[config.mk]
export PLATFORM = sky130hd
export DESIGN_NAME = cir_tx_modulator
export DESIGN_NICKNAME = d
export VERILOG_FILES = /design/src/rtl/cir_tx_pkg.sv /design/src/rtl/cir_tx_control.sv /design/src/rtl/cir_tx_datapath.sv /design/src/rtl/cir_tx_modulator.sv
export SDC_FILE = /design/constraint.sdc
export NUM_CORES = 1
export LEC_CHECK = 0
export BUFFER_PORTS_ARGS = -buffer_cell sky130_fd_sc_hd__buf_2
export CORE_MARGIN = 2
export CORE_UTILIZATION = 35
export CTS_BUF_LIST = sky130_fd_sc_hd__clkbuf_2 sky130_fd_sc_hd__clkbuf_4 sky130_fd_sc_hd__clkbuf_8
export CTS_CLUSTER_DIAMETER = 80
export DETAILED_ROUTE_END_ITERATION = 7
export GPL_ROUTABILITY_DRIVEN = 0
export PLACE_DENSITY_LB_ADDON = 0.2
export SYNTH_ARGS = -nofsm -noshare
export SYNTH_HDL_FRONTEND = slang
export SYNTH_HIERARCHICAL = 1
export SYNTH_SLANG_ARGS = --single-unit
[constraint.sdc]
create_clock -name clk -period 4.4 [get_ports clk]
set_clock_uncertainty 0.2 [all_clocks]
set_input_delay 0.66 -clock clk [delete_from_list [all_inputs] [get_ports clk]]
set_output_delay 0.66 -clock clk [all_outputs]
set_load 0.005 [all_outputs]
[src/rtl/cir_tx_pkg.sv]
package cir_tx_pkg;
  localparam int CAR_SUBS = 12;
  localparam int SUB_W    = $clog2(CAR_SUBS);

  typedef struct packed {
    logic load;     // take head byte, restart bit index
    logic advance;  // move to next bit of current byte
    logic done;     // frame finished
  } cirStrobe_t;

  function automatic logic [SUB_W-1:0] highLen(input logic [1:0] duty);
    return SUB_W'(3) + SUB_W'(duty);
  endfunction
endpackage

[src/rtl/cir_tx_control.sv]
module cir_tx_control
  import cir_tx_pkg::*;
(
  input  logic       clk,
  input  logic       rstN,
  input  logic       bitTick,
  input  logic       startCtl,
  input  logic       txEn,
  input  logic       fifoEmpty,
  input  logic       bitLast,
  output cirStrobe_t strobe,
  output logic       sending,
  output logic       fifoRd
);
  typedef enum logic [1:0] {S_IDLE, S_ARMED, S_SEND} ctlState_t;
  ctlState_t state, stateNext;

  always_comb begin
    strobe    = '0;
    fifoRd    = 1'b0;
    stateNext = state;
    unique case (state)
      S_IDLE: if (startCtl && txEn && !fifoEmpty) begin
        strobe.load = 1'b1;
        fifoRd      = 1'b1;
        stateNext   = S_ARMED;
      end
      S_ARMED: if (bitTick) stateNext = S_SEND;
      S_SEND: if (bitTick) begin
        if (!bitLast) begin
          strobe.advance = 1'b1;
        end else if (txEn && !fifoEmpty) begin
          strobe.load = 1'b1;
          fifoRd      = 1'b1;
        end else begin
          strobe.done = 1'b1;
          stateNext   = S_IDLE;
        end
      end
      default: stateNext = S_IDLE;
    endcase
  end

  always_ff @(posedge clk) begin
    if (!rstN) state <= S_IDLE;
    else       state <= stateNext;
  end

  assign sending = (state == S_SEND);
endmodule

[src/rtl/cir_tx_datapath.sv]
module cir_tx_datapath
  import cir_tx_pkg::*;
#(
  parameter int DATA_W = 8
) (
  input  logic              clk,
  input  logic              rstN,
  input  logic              carTick,
  input  logic [1:0]        dutySel,
  input  logic              sending,
  input  cirStrobe_t        strobe,
  input  logic [DATA_W-1:0] fifoRdata,
  output logic              bitLast,
  output logic              irOut,
  output logic              txDoneIrq
);
  localparam int IDX_W = $clog2(DATA_W);
  localparam logic [IDX_W-1:0] IDX_LAST = IDX_W'(DATA_W - 1);
  localparam logic [SUB_W-1:0] SUB_LAST = SUB_W'(CAR_SUBS - 1);

  logic [SUB_W-1:0]  subCnt;
  logic [DATA_W-1:0] shiftReg;
  logic [IDX_W-1:0]  bitIdx;
  logic              doneQ;

  always_ff @(posedge clk) begin
    if (!rstN) subCnt <= '0;
    else if (carTick) subCnt <= (subCnt == SUB_LAST) ? '0 : subCnt + 1'b1;
  end

  always_ff @(posedge clk) begin
    if (!rstN) begin
      shiftReg <= '0;
      bitIdx   <= '0;
    end else if (strobe.load) begin
      shiftReg <= fifoRdata;
      bitIdx   <= '0;
    end else if (strobe.advance) begin
      shiftReg <= shiftReg >> 1;
      bitIdx   <= bitIdx + 1'b1;
    end
  end

  always_ff @(posedge clk) begin
    if (!rstN) doneQ <= 1'b0;
    else       doneQ <= strobe.done;
  end

  assign bitLast   = (bitIdx == IDX_LAST);
  assign irOut     = sending && shiftReg[0] && (subCnt < highLen(dutySel));
  assign txDoneIrq = doneQ;
endmodule

[src/rtl/cir_tx_modulator.sv]
module cir_tx_modulator
  import cir_tx_pkg::*;
#(
  parameter int DATA_W = 8
) (
  input  logic              clk,
  input  logic              rstN,
  input  logic              bitTick,
  input  logic              carTick,
  input  logic [1:0]        dutySel,
  input  logic              startCtl,
  input  logic              txEn,
  input  logic              fifoEmpty,
  input  logic [DATA_W-1:0] fifoRdata,
  output logic              fifoRd,
  output logic              irOut,
  output logic              txDoneIrq
);
  cirStrobe_t strobe;
  logic       sending;
  logic       bitLast;

  cir_tx_control i_ctl (
    .clk(clk), .rstN(rstN), .bitTick(bitTick), .startCtl(startCtl),
    .txEn(txEn), .fifoEmpty(fifoEmpty), .bitLast(bitLast),
    .strobe(strobe), .sending(sending), .fifoRd(fifoRd)
  );

  cir_tx_datapath #(.DATA_W(DATA_W)) i_dp (
    .clk(clk), .rstN(rstN), .carTick(carTick), .dutySel(dutySel),
    .sending(sending), .strobe(strobe), .fifoRdata(fifoRdata),
    .bitLast(bitLast), .irOut(irOut), .txDoneIrq(txDoneIrq)
  );
endmodule

-- Yosys cells after proc, flatten, opt, wreduce, memory -nomap -nowiden
Index checks and enable logic that the tools add are counted.
- add/sub/neg operators: 3
- order comparisons: 1
- equal/unequal tests: 9
- mux-type cells: 20
- bitwise logic cells: 1
- reduce and logical (&&, ||, !) cells: 11
- operators with widths (cell ; number):
    $mux W8 ; 2
    $mux W2 ; 6
    $ne A2 B2 Y1 const B ; 4
    $mux W1 ; 7
    $pmux W2 S3 ; 1
    $logic_and A1 B1 Y1 ; 5
    $reduce_and A5 Y1 ; 1
    $add A4 B1 Y4 const B ; 1
    $eq A4 B4 Y1 const B ; 1
    $lt A4 B4 Y1 ; 1
    $mux W4 ; 1
    $pmux W1 S2 ; 2
    $reduce_and A4 Y1 ; 1
    $add A2 B2 Y3 const A ; 1
    $add A3 B1 Y3 const B ; 1
    $eq A3 B3 Y1 const B ; 1
    $mux W3 ; 1
    $eq A2 B1 Y1 const B ; 1
    $eq A2 B2 Y1 const B ; 1
    $logic_not A2 Y1 ; 1
    $ne A2 B1 Y1 const B ; 1
    $reduce_bool A2 Y1 ; 1
    $reduce_or A2 Y1 ; 1
    $logic_not A1 Y1 ; 1
    $not A1 Y1 ; 1
- bits in registers: 18
- bits of input ports: 17
- output and inout port bits: 3
- logic and storage cells: 50

-- Logic depth before layout (Yosys ltp)
Gate-level depths: netlist of run 1.
- word-level depth: 8
- depth in mapped cells: 10
- depth with buffers taken out: 7

-- Cells and area by module
Netlist of run 1, hierarchy kept.
- by module, submodules not included (module ; times used ; cells an instance ; area an instance (um^2)):
    cir_tx_datapath ; 1 ; 89 ; 818.3
    cir_tx_control ; 1 ; 17 ; 153.9

-- Worst setup path after synthesis of run 1
OpenSTA, ideal clock, no wires.
- path kind: input-to-output
- start point: input dutySel[0]
- end point: output irOut
- arrival: 1504 ps
- data required time: 3540 ps
- setup slack: 2036 ps
- cell stages on the path: 6
- cells stage by stage: inv_1 -> ha_1 -> ha_1 -> o21ai_0 -> nand2b_1 -> a21oi_1
- longest elaborated chain between the ends: 3
- ends and longest elaborated chain (element ; RTL line ; source):
    start: declaration ; cir_tx_modulator.sv:10 ; input logic [1:0] dutySel,
    $add A2 B2 Y3 ; cir_tx_pkg.sv:12 ; return SUB_W'(3) + SUB_W'(duty);
    $lt A4 B4 Y1 ; cir_tx_datapath.sv:50 ; assign irOut = sending && shiftReg[0] && (subCnt < highLen(dutySel));
    $logic_and A1 B1 Y1 ; cir_tx_datapath.sv:50 ;
    end: declaration ; cir_tx_modulator.sv:16 ; output logic irOut,
Every way passes these cells.

-- Final worst setup path of run 1
Ends and elaborated chain as after synthesis.

==> reports/qor.json, run 1 <==
{
  "pwr_density_cell_nw_per_um2": 277,
  "hold_viol_final": 0,
  "totalWireLength_um": 1760,
  "power.ir.vdd_worst_mv": 0.171,
  "synth_seq_area_share_pct": 37.1,
  "power.share.clock_pct": 33.2,
  "maxSlewHeadroom_pct": 29.6,
  "synth_enable_flop_cells": 0,
  "ctsHtreeMaxLevel": 1,
  "total_design_power_uw": 306,
  "power_switching_share_pct": 23.3,
  "synthCells": 106,
  "die_footprint_um2": 3220,
  "comb_power_share_pct": 10.7,
  "hold-worst-slack_ns": 0.312,
  "setup_violations": 0,
  "grt_max_degree": 19,
  "synth-async-reset-ratio_pct": 0,
  "timing.final.crit_share_pct": 59.1,
  "vias_per_cell": 4.92,
  "timing.reg2reg.setup_slack_ns": 2.00,
  "worst_skew_pair.late_latency_ns": 0.29,
  "hold_path.class": "flop to flop",
  "place_hpwl_um": 1250,
  "post_synth_num_cell_types": 29,
  "power.static_leakage_nw": 0.470,
  "synth_top_flop_cell": "sky130_fd_sc_hd__dfxtp_1",
  "fin_setup_tns_ns": 0,
  "tritoncts": "built",
  "drt_iter0_drc": 20,
  "internal_power_uw": 235,
  "max_cap_viol_count": 0,
  "antenna_violating_nets_post_route": 0,
  "status": "completed",
  "drtPass1Iterations": 4,
  "synth_largest_area_cell": "sky130_fd_sc_hd__dfxtp_1",
  "diodes_inserted": 0,
  "synth_top_area_share_pct": 37.1,
  "route.vias.total": 768,
  "max_freq_mhz": 385,
  "grt_use_met2_pct": 20.4,
  "worst_ep_required_time_ns": 3.54,
  "met3_global_route_usage_pct": 3.23,
  "layout_min_cycle_time_ns": 2.60,
  "initial_core_utilization_pct": 36.2,
  "cts_resized": 0,
  "post-cts-setup-buffer-count": 0,
  "maxSlewViolCount": 0,
  "syn_area_per_cell_um2": 9.17,
  "most_repeated_cell_in_the_gate_level_netlist_after_synthesis": "sky130_fd_sc_hd__dfxtp_1",
  "grt_use_met1_pct": 15.6,
  "synth_area_um2": 972,
  "power.sequential.fraction_pct": 56.1,
  "arrival_ns": 1.74,
  "clockRootBuffer": "sky130_fd_sc_hd__clkbuf_4",
  "first_global_vias": 703,
  "cts_buffer_depth": 2,
  "areaGrowthSynthToFinish_pct": 13.9,
  "grt_overflow": 0,
  "synth_top_cells_by_count": "sky130_fd_sc_hd__dfxtp_1, sky130_fd_sc_hd__mux2i_1, sky130_fd_sc_hd__nand2_1",
  "io_pins": 20,
  "cts_hold_repair.buffers": 0,
  "io_buffers": 19,
  "core.rowCount": 19,
  "average_detailed_routed_wire_length_per_instance_um": 11.3,
  "gr-usage-all-layers_pct": 12.7,
  "core_region_area_um2": 2690,
  "endpoint_kind": "output port",
  "p_switching_uw": 71.4,
  "setup.worst_path.start_class": "primary input",
  "critPathKind": "primary input to output port",
  "worst_pin_slew_ns": 1.05,
  "dp_cells": 152,
  "layout-drive-gt1-share_pct": 22.4,
  "worst-path-max-fanout": 2,
  "global_routing_s_busiest_layer": "met2",
  "numCtsBuffers": 3,
  "grt_first_pass_wirelength_um": 3150,
  "fp.dieW_um": 56.7,
  "instances_no_fill": 156,
  "rsz_0062_raised_after_global_routing": "no",
  "initial_antenna_violation_count": 0,
  "cts.sink_count": 18,
  "die_y_um": 56.7,
  "synth.top_cells.by_area": "sky130_fd_sc_hd__dfxtp_1, sky130_fd_sc_hd__mux2i_1, sky130_fd_sc_hd__ha_1",
  "synth_nets": 129,
  "clkTransAtPathRegs_ns": 0.10,
  "synth.ff_latch_count": 18,
  "layout.nets": 149,
  "yosysWarnings": 6,
  "drc": 0
}
power by group through the flow:
stage               sequential (mW)  clock [mW]  combinational, mW
global placement              0.175           0             0.0321
finish                        0.172       0.102             0.0327
CTS                           0.172       0.109             0.0332
detailed placement            0.176           0             0.0333
floorplan                     0.174           0             0.0221
global route                  0.173       0.117             0.0382
worst max-delay path: stages:
cell,delay (ns)
sky130_fd_sc_hd__buf_2,0.09
sky130_fd_sc_hd__inv_1,0.04
sky130_fd_sc_hd__ha_1,0.28
sky130_fd_sc_hd__ha_1,0.26
sky130_fd_sc_hd__o21ai_0,0.07
sky130_fd_sc_hd__nand2b_1,0.07
sky130_fd_sc_hd__a21oi_1,0.14
sky130_fd_sc_hd__buf_2,0.13
sequential cells by signal, indices dropped and copies added (netlist names):
signal          flops
i_dp/bitIdx         3
i_dp/subCnt         4
i_dp/txDoneIrq      1
i_ctl/state         2
i_dp/shiftReg       8
cell families (layout without fill, tap and decap cells):
logic type | Yosys count | in the layout | synth area share [%]
and+or+nand+nor | 44 | 44 | 27.4
AOI/OAI and AO/OA | 18 | 18 | 10.0
DFF | 18 | 18 | 37.1
muxes | 11 | 11 | 11.3
buffers and inverters | 8 | 27 | 5.53
adders and majority gates | 6 | 6 | 7.72
xor gates and xnor gates | 1 | 1 | 0.901
per-layer routing:
metal | wire [um] | part of all wire, %
met1 | 862 | 49
met2 | 807 | 46
met3 | 73 | 4.1
met4 | 19 | 1.1
met5 | 0 | 0
cells in the final DEF, fill, tap and decap left out, types with 4 or more instances in the layout:
cell                       synthesis  final
sky130_fd_sc_hd__and2_1            8      8
sky130_fd_sc_hd__nand2b_1          4      4
sky130_fd_sc_hd__nor2b_1           6      6
sky130_fd_sc_hd__ha_1              6      6
sky130_fd_sc_hd__nand2_1          11     11
sky130_fd_sc_hd__dfxtp_1          18     18
sky130_fd_sc_hd__o21ai_0           4      4
sky130_fd_sc_hd__a21oi_1           4      4
sky130_fd_sc_hd__o21ai_1           7      7
sky130_fd_sc_hd__nor2_1            4      4
sky130_fd_sc_hd__mux2i_1          11     11
sky130_fd_sc_hd__buf_2             0     19
worst paths after layout:
check / startpoint / endpoint / cells past startpoint
hold / removal: i_dp/bitIdx[1]$_SDFFE_PP0P_ / i_dp/bitIdx[1]$_SDFFE_PP0P_ / 2
setup reg to reg: i_dp/bitIdx[0]$_SDFFE_PP0P_ / i_dp/shiftReg[4]$_SDFFE_PN0P_ / 6
hold reg to reg: i_dp/bitIdx[1]$_SDFFE_PP0P_ / i_dp/bitIdx[1]$_SDFFE_PP0P_ / 2
setup / recovery: dutySel[0] / irOut / 8
metrics by stage:
step / setup slack, ns / instance area [um^2] / util [%]
final: 1.80 / 1110 / 41.2
after detailed placement: 1.78 / 1070 / 39.9
after global routing: 1.69 / 1110 / 41.2
after CTS: 1.78 / 1110 / 41.2
after floorplan: 2.04 / 972 / -
after global placement: 1.85 / 1070 / 39.9
area by class of cell:
| type | count | area [um^2] |
|---|---|---|
| multi-input combinational | 80 | 558 |
| sequential | 18 | 360 |
| timing repair buffer | 20 | 103 |
| tap | 31 | 38.8 |
| inverter | 3 | 11.3 |
| clock buffer | 4 | 36.3 |
| fill | 273 | 1580 |
(Power assumes the default switching activity.)
==> run 2: changes to the inputs <==
==> constraint.sdc (replaced) <==
create_clock -name clk -period 2.1 [get_ports clk]
set_clock_uncertainty 0.2 [all_clocks]
set_input_delay 0.315 -clock clk [delete_from_list [all_inputs] [get_ports clk]]
set_output_delay 0.315 -clock clk [all_outputs]
set_load 0.005 [all_outputs]
==> reports/qor.json, run 2 (synthesis gave the netlist of run 1 again) <==
{
  "critPathKind": "flop to output port",
  "layout_top_registers": "i_dp/shiftReg (8), i_dp/subCnt (4), i_dp/bitIdx (3)",
  "die_y": {"value": 56.7, "unit": "um", "change": "unchanged"},
  "io_buffers": {"value": 19, "change": "unchanged"},
  "cts.sink_count": {"value": 18, "change": "unchanged"},
  "numCtsBuffers": {"value": 3, "change": "unchanged"},
  "layout_min_cycle_time_ns": 1.98,
  "power.ir.vdd_worst": {"value": 0.298, "unit": "mV", "change": "+74%"},
  "fp.dieW": {"value": 56.7, "unit": "um", "change": "unchanged"},
  "hold_path.class": "primary input to flop",
  "clockRootBuffer": "sky130_fd_sc_hd__clkbuf_4",
  "vias_per_cell": {"value": 4.82, "change": "-2.2%"},
  "totalWireLength": {"value": 1710, "unit": "um", "change": "-2.8%"},
  "worst-path-max-fanout": {"value": 3, "change": "+1"},
  "gr-usage-all-layers": {"value": 12.5, "unit": "%", "change": "-0.22 points"},
  "grt_max_degree": {"value": 19, "change": "unchanged"},
  "drt_iter0_drc": {"value": 12, "change": "-40%"},
  "io_pins": {"value": 20, "change": "unchanged"},
  "average_detailed_routed_wire_length_per_instance": {"value": 10.9, "unit": "um", "change": "-3.5%"},
  "most-common-layout-cells": "sky130_fd_sc_hd__buf_2, sky130_fd_sc_hd__dfxtp_1, sky130_fd_sc_hd__nand2_1, sky130_fd_sc_hd__mux2i_1, sky130_fd_sc_hd__and2_1",
  "layout_commonest_cell": "sky130_fd_sc_hd__buf_2",
  "timing.final.crit_share_pct": 94.1,
  "maxSlewViolCount": {"value": 0, "change": "unchanged"},
  "place_hpwl": {"value": 1240, "unit": "um", "change": "-0.53%"},
  "max_freq_mhz": 506,
  "layout.nets": {"value": 150, "change": "+0.67%"},
  "areaGrowthSynthToFinish_pct": 15.2,
  "core.rowCount": {"value": 19, "change": "unchanged"},
  "drtPass1Iterations": {"value": 4, "change": "unchanged"},
  "diodes_inserted": {"value": 0, "change": "unchanged"},
  "tritoncts": "built",
  "route.vias.total": {"value": 756, "change": "-1.6%"},
  "first_global_vias": {"value": 783, "change": "+11%"},
  "maxSlewHeadroom": {"value": 81.3, "unit": "%", "change": "+52 points"},
  "core_region_area": {"value": 2690, "unit": "um^2", "change": "unchanged"},
  "setup_violations": {"value": 0, "change": "unchanged"},
  "die_footprint": {"value": 3220, "unit": "um^2", "change": "unchanged"},
  "utilization": {"value": 41.7, "unit": "%", "change": "+0.47 points"},
  "grt_first_pass_wirelength": {"value": 3160, "unit": "um", "change": "+0.22%"},
  "layout-drive-gt1-share": {"value": 23.8, "unit": "%", "change": "+1.4 points"},
  "total_design_power": {"value": 643, "unit": "uW", "change": "+110%"},
  "power.static_leakage": {"value": 0.478, "unit": "nW", "change": "+1.6%"},
  "pwr_density_cell": {"value": 574, "unit": "nW/um^2", "change": "+110%"},
  "ctsHtreeMaxLevel": {"value": 1, "change": "unchanged"},
  "initial_core_utilization": {"value": 36.2, "unit": "%", "change": "unchanged"},
  "largest_register": "i_dp/shiftReg",
  "cts_buffer_depth": {"value": 2, "change": "unchanged"},
  "antenna_violating_nets_post_route": {"value": 0, "change": "unchanged"},
  "initial_antenna_violation_count": {"value": 0, "change": "unchanged"},
  "worst_skew_pair.late_latency": {"value": 0.29, "unit": "ns", "change": "about the same"},
  "rsz_0062_raised_after_global_routing": "no",
  "endpoint_kind": "output port",
  "worst_ep_required_time": {"value": 1.58, "unit": "ns", "change": "-1.96 ns"},
  "status": "completed",
  "arrival": {"value": 1.46, "unit": "ns", "change": "-0.28 ns"},
  "grt_overflow": {"value": 0, "change": "unchanged"},
  "hold_viol_final": {"value": 0, "change": "unchanged"},
  "clkTransAtPathRegs": {"value": 0.11, "unit": "ns", "change": "about the same"},
  "drc": {"value": 0, "change": "unchanged"},
  "largest_register_ff_count": {"value": 8, "change": "unchanged"},
  "setup.worst_path.start_class": "flop",
  "fin_setup_tns": {"value": 0, "unit": "ns", "change": "unchanged"},
  "timing.reg2reg.setup_slack": {"value": 0.18, "unit": "ns", "change": "-1.82 ns"},
  "max_cap_viol_count": {"value": 0, "change": "unchanged"},
  "worst_pin_slew": {"value": 0.280, "unit": "ns", "change": "-0.771 ns"}
}
run 2: changes by cell type in the layout (fill, tap and decap cells not counted):
cell                     change
sky130_fd_sc_hd__buf_4       +1
sky130_fd_sc_hd__nor3_1      -1
sky130_fd_sc_hd__nor3_2      +1
run 2: stage by stage:
| step | worst slack, ns | cell area (um^2) | hold slack (ns) | cells |
|---|---|---|---|---|
| after floorplan | 0.151 | 972 | 0.243 | 106 |
| after global placement | 0.226 | 1080 | 0.303 | 153 |
| after detailed placement | 0.184 | 1080 | 0.309 | 153 |
| after CTS | 0.0761 | 1110 | 0.0740 | 157 |
| after global routing | 0.0126 | 1120 | 0.112 | 157 |
| final | 0.124 | 1120 | 0.0823 | 157 |
run 2: where the power goes:
group | switching [mW] | internal (mW)
sequential | 0.00883 | 0.351
combinational | 0.0335 | 0.0365
clock | 0.107 | 0.105
total | 0.150 | 0.493
run 2: layout make-up:
type / count / area, um^2
timing repair buffer: 21 / 110
inverter: 3 / 11.3
clock buffer: 4 / 36.3
sequential: 18 / 360
tap: 31 / 38.8
multi-input combinational: 80 / 563
fill: 276 / 1570
run 2: path summary, 6_finish.rpt:
path / depth (start not counted) / from / endpoint
worst min register to register: 2 / i_dp/bitIdx[1]$_SDFFE_PP0P_ / i_dp/bitIdx[1]$_SDFFE_PP0P_
worst max-delay path: 5 / i_dp/bitIdx[0]$_SDFFE_PP0P_ / fifoRd
worst min-delay path: 3 / fifoRdata[7] / i_dp/shiftReg[7]$_SDFFE_PN0P_
worst max register to register: 7 / i_dp/bitIdx[0]$_SDFFE_PP0P_ / i_dp/shiftReg[3]$_SDFFE_PN0P_
run 2: what timing repair did:
item | in CTS | in global routing
gates resized for setup | 0 | 1
buffers inserted | 0 | 0
hold buffers | 0 | 0
endpoints found under the setup margin | 0 | 1
run 2: worst max-delay path, stage by stage (launching register included):
cell and delay, ns:
sky130_fd_sc_hd__dfxtp_1 0.34, sky130_fd_sc_hd__ha_1 0.20, sky130_fd_sc_hd__ha_1 0.22, sky130_fd_sc_hd__a31oi_1 0.22
sky130_fd_sc_hd__nor3_2 0.07, sky130_fd_sc_hd__buf_2 0.13
run 2: metal layers:
layer | global-route usage [%] | wire length [um] | vias to the layer above
met5 | 0 | 0 | -
met2 | 20.6 | 772 | 15
met1 | 15.1 | 848 | 333
met4 | 6.12 | 13 | 0
li1 | - | - | 406
met3 | 2.76 | 78 | 2
==> run 3: changes to the inputs <==
--- a/config.mk
+++ b/config.mk
@@ -13,6 +13,7 @@
 export DETAILED_ROUTE_END_ITERATION = 7
 export GPL_ROUTABILITY_DRIVEN = 0
 export PLACE_DENSITY_LB_ADDON = 0.2
+export REMOVE_ABC_BUFFERS = 1
 export SYNTH_ARGS = -nofsm -noshare
 export SYNTH_HDL_FRONTEND = slang
 export SYNTH_HIERARCHICAL = 1
==> reports/qor.json, run 3 (synthesis gave the netlist of run 1 again) <==
{
  "status": "completed",
  "top_signal_layer_used": "met3",
  "largest_register_ff_count": {"value": 8, "change": "unchanged"},
  "total_design_power": {"value": 599, "unit": "uW", "change": "-6.7%"},
  "hold-worst-slack": {"value": 0.0854, "unit": "ns", "change": "+0.00304 ns"},
  "pre_cts_slack": {"value": 0.184, "unit": "ns", "change": "+0.000183 ns"},
  "worst-path-max-fanout": {"value": 3, "change": "unchanged"},
  "die_y": {"value": 56.7, "unit": "um", "change": "unchanged"},
  "layout.nets": {"value": 151, "change": "+0.67%"},
  "postLayoutCellArea": {"value": 1130, "unit": "um^2", "change": "+0.56%"},
  "cts.sink_count": {"value": 18, "change": "unchanged"},
  "comb_power_share": {"value": 12.0, "unit": "%", "change": "+1.1 points"},
  "cts_buffer_depth": {"value": 2, "change": "unchanged"},
  "io_buffers": {"value": 19, "change": "unchanged"},
  "max_freq": {"value": 495, "unit": "MHz", "change": "-2.3%"},
  "antenna_violating_nets_post_route": {"value": 0, "change": "unchanged"},
  "pwr_density_cell": {"value": 532, "unit": "nW/um^2", "change": "-7.3%"},
  "setup_violations": {"value": 0, "change": "unchanged"},
  "layout_min_cycle_time": {"value": 2.02, "unit": "ns", "change": "+0.0460 ns"},
  "worst_skew_pair.late_latency": {"value": 0.28, "unit": "ns", "change": "about the same"},
  "hold_viol_final": {"value": 0, "change": "unchanged"},
  "fp.dieW": {"value": 56.7, "unit": "um", "change": "unchanged"},
  "average_detailed_routed_wire_length_per_instance": {"value": 10.9, "unit": "um", "change": "-0.53%"},
  "power.share.clock": {"value": 27.9, "unit": "%", "change": "-5.2 points"},
  "internal_power": {"value": 456, "unit": "uW", "change": "-7.6%"},
  "routed-wl-met2": {"value": 826, "unit": "um", "change": "+7.0%"},
  "grt_overflow": {"value": 0, "change": "unchanged"},
  "largest_register": "i_dp/shiftReg",
  "grt_max_degree": {"value": 19, "change": "unchanged"},
  "diodes_inserted": {"value": 0, "change": "unchanged"},
  "die_footprint": {"value": 3220, "unit": "um^2", "change": "unchanged"},
  "critical_path.reg2reg.startpoint": "i_dp/bitIdx[0]$_SDFFE_PP0P_",
  "instances_no_fill": {"value": 157, "change": "unchanged"},
  "rsz_0062_raised_after_global_routing": "no",
  "power.sequential.fraction": {"value": 60.1, "unit": "%", "change": "+4.1 points"},
  "drt_iter0_drc": {"value": 5, "change": "-7"},
  "dp_cells": {"value": 153, "change": "unchanged"},
  "endpoint_kind": "output port",
  "first_global_vias": {"value": 690, "change": "-12%"},
  "power.static_leakage": {"value": 0.474, "unit": "nW", "change": "-0.78%"},
  "m1WireLength": {"value": 809, "unit": "um", "change": "-4.6%"},
  "worst_ep_required_time": {"value": 1.58, "unit": "ns", "change": "about the same"},
  "maxSlewViolCount": {"value": 0, "change": "unchanged"},
  "layout-drive-gt1-share": {"value": 25.4, "unit": "%", "change": "+1.6 points"},
  "place_hpwl": {"value": 1230, "unit": "um", "change": "-1.4%"},
  "nFillCells": {"value": 297, "change": "+7.6%"},
  "drc": {"value": 0, "change": "unchanged"},
  "ctsHtreeMaxLevel": {"value": 1, "change": "unchanged"},
  "clockRootBuffer": "sky130_fd_sc_hd__clkbuf_4",
  "sequential_cell_area": {"value": 363, "unit": "um^2", "change": "+0.69%"},
  "utilization": {"value": 41.9, "unit": "%", "change": "+0.23 points"},
  "worst_pin_slew": {"value": 0.244, "unit": "ns", "change": "-0.0362 ns"},
  "core.rowCount": {"value": 19, "change": "unchanged"},
  "drtPass1Iterations": {"value": 2, "change": "-2"},
  "reg2reg_depth": {"value": 9, "change": "+2"},
  "vias_per_cell": {"value": 4.87, "change": "+1.2%"},
  "reg2reg_to": "i_dp/shiftReg[7]$_SDFFE_PN0P_",
  "max_cap_viol_count": {"value": 0, "change": "unchanged"},
  "dpl-instance-area": {"value": 1090, "unit": "um^2", "change": "+1.2%"},
  "grt_first_pass_wirelength": {"value": 2900, "unit": "um", "change": "-8.1%"},
  "timing.final.crit_share": {"value": 96.3, "unit": "%", "change": "+2.2 points"},
  "critPathKind": "flop to output port",
  "worst_slack": {"value": 0.0784, "unit": "ns", "change": "-0.0460 ns"},
  "tritoncts": "built",
  "power_switching_share": {"value": 24.0, "unit": "%", "change": "+0.72 points"},
  "io_pins": {"value": 20, "change": "unchanged"},
  "setup.worst_path.start_class": "flop",
  "holdCritStartpoint": "fifoRdata[7]",
  "most-common-layout-cells": "sky130_fd_sc_hd__buf_2, sky130_fd_sc_hd__dfxtp_1, sky130_fd_sc_hd__nand2_1, sky130_fd_sc_hd__mux2i_1, sky130_fd_sc_hd__and2_1",
  "worst_hold_path.endpoint": "i_dp/shiftReg[7]$_SDFFE_PN0P_",
  "met3WireLength": {"value": 69, "unit": "um", "change": "-12%"},
  "min_path_cells": {"value": 3, "change": "unchanged"},
  "gr-usage-all-layers": {"value": 11.3, "unit": "%", "change": "-1.2 points"},
  "initial_core_utilization": {"value": 36.2, "unit": "%", "change": "unchanged"},
  "numCtsBuffers": {"value": 3, "change": "unchanged"},
  "power.ir.vdd_worst": {"value": 0.292, "unit": "mV", "change": "-1.8%"},
  "areaGrowthSynthToFinish_pct": 15.8,
  "multi_input_comb_area": {"value": 561, "unit": "um^2", "change": "-0.44%"},
  "maxSlewHeadroom": {"value": 83.5, "unit": "%", "change": "+2.2 points"},
  "core_region_area": {"value": 2690, "unit": "um^2", "change": "unchanged"},
  "totalWireLength": {"value": 1700, "unit": "um", "change": "-0.53%"},
  "timing.reg2reg.setup_slack": {"value": 0.19, "unit": "ns", "change": "about the same"},
  "clkTransAtPathRegs": {"value": 0.10, "unit": "ns", "change": "about the same"},
  "layout_top_registers": "i_dp/shiftReg (8), i_dp/subCnt (4), i_dp/bitIdx (3)",
  "hold_path.class": "primary input to flop",
  "layout_commonest_cell": "sky130_fd_sc_hd__buf_2",
  "arrival": {"value": 1.51, "unit": "ns", "change": "+0.05 ns"},
  "p_switching": {"value": 144, "unit": "uW", "change": "-3.8%"},
  "fin_setup_tns": {"value": 0, "unit": "ns", "change": "unchanged"},
  "route.vias.total": {"value": 765, "change": "+1.2%"},
  "initial_antenna_violation_count": {"value": 0, "change": "unchanged"}
}
run 3: repair_timing:
action                     in CTS  in global routing
setup buffers                   1                  0
gates resized for setup         0                  3
hold buffers                    0                  0
setup endpoints to repair       1                  2
pin swaps                       0                  1
run 3: how the worst max path moves through the flow:
stage	from	cells after the start	endpoint	slack [ns]
3_5_place_dp	dutySel[0]	8	irOut	0.18
3_3_place_gp	i_dp/bitIdx[0]$_SDFFE_PP0P_	7	i_dp/shiftReg[1]$_SDFFE_PN0P_	0.21
4_1_cts	i_dp/bitIdx[0]$_SDFFE_PP0P_	6	fifoRd	0.01
6_report	i_dp/bitIdx[0]$_SDFFE_PP0P_	6	fifoRd	0.08
5_1_grt	i_dp/bitIdx[0]$_SDFFE_PP0P_	6	fifoRd	0.004
2_1_floorplan	i_dp/bitIdx[0]$_SDFFE_PP0P_	6	i_dp/shiftReg[0]$_SDFFE_PN0P_	-0.27
run 3: final cells by class:
type,instances,share of cell area [%]
flip-flops and latches,18,32.2
clock buffers,3,2.00
well taps,31,3.44
multi-input cells,80,49.8
inverters,3,1.00
repair buffers,22,11.6
run 3: layer usage:
| layer | vias to the layer above | global-route usage (%) |
|---|---|---|
| li1 | 409 | - |
| met1 | 342 | 14.1 |
| met2 | 14 | 19.1 |
| met3 | 0 | 2.07 |
| met4 | 0 | 4.08 |
| met5 | - | 0 |
run 3: critical path, stage by stage (launching register included):
cell and delay, ns:
sky130_fd_sc_hd__dfxtp_2 0.34, sky130_fd_sc_hd__ha_1 0.19, sky130_fd_sc_hd__ha_2 0.19, sky130_fd_sc_hd__a31oi_1 0.17
sky130_fd_sc_hd__nor3_1 0.07, sky130_fd_sc_hd__buf_4 0.15, sky130_fd_sc_hd__buf_2 0.12
run 3: power groups by stage:
stage	sequential (mW)	combinational, mW	clock [mW]
finish	0.360	0.0718	0.168
global route	0.361	0.0827	0.193
CTS	0.360	0.0732	0.178
detailed placement	0.368	0.0707	0
global placement	0.368	0.0675	0
floorplan	0.365	0.0400	0
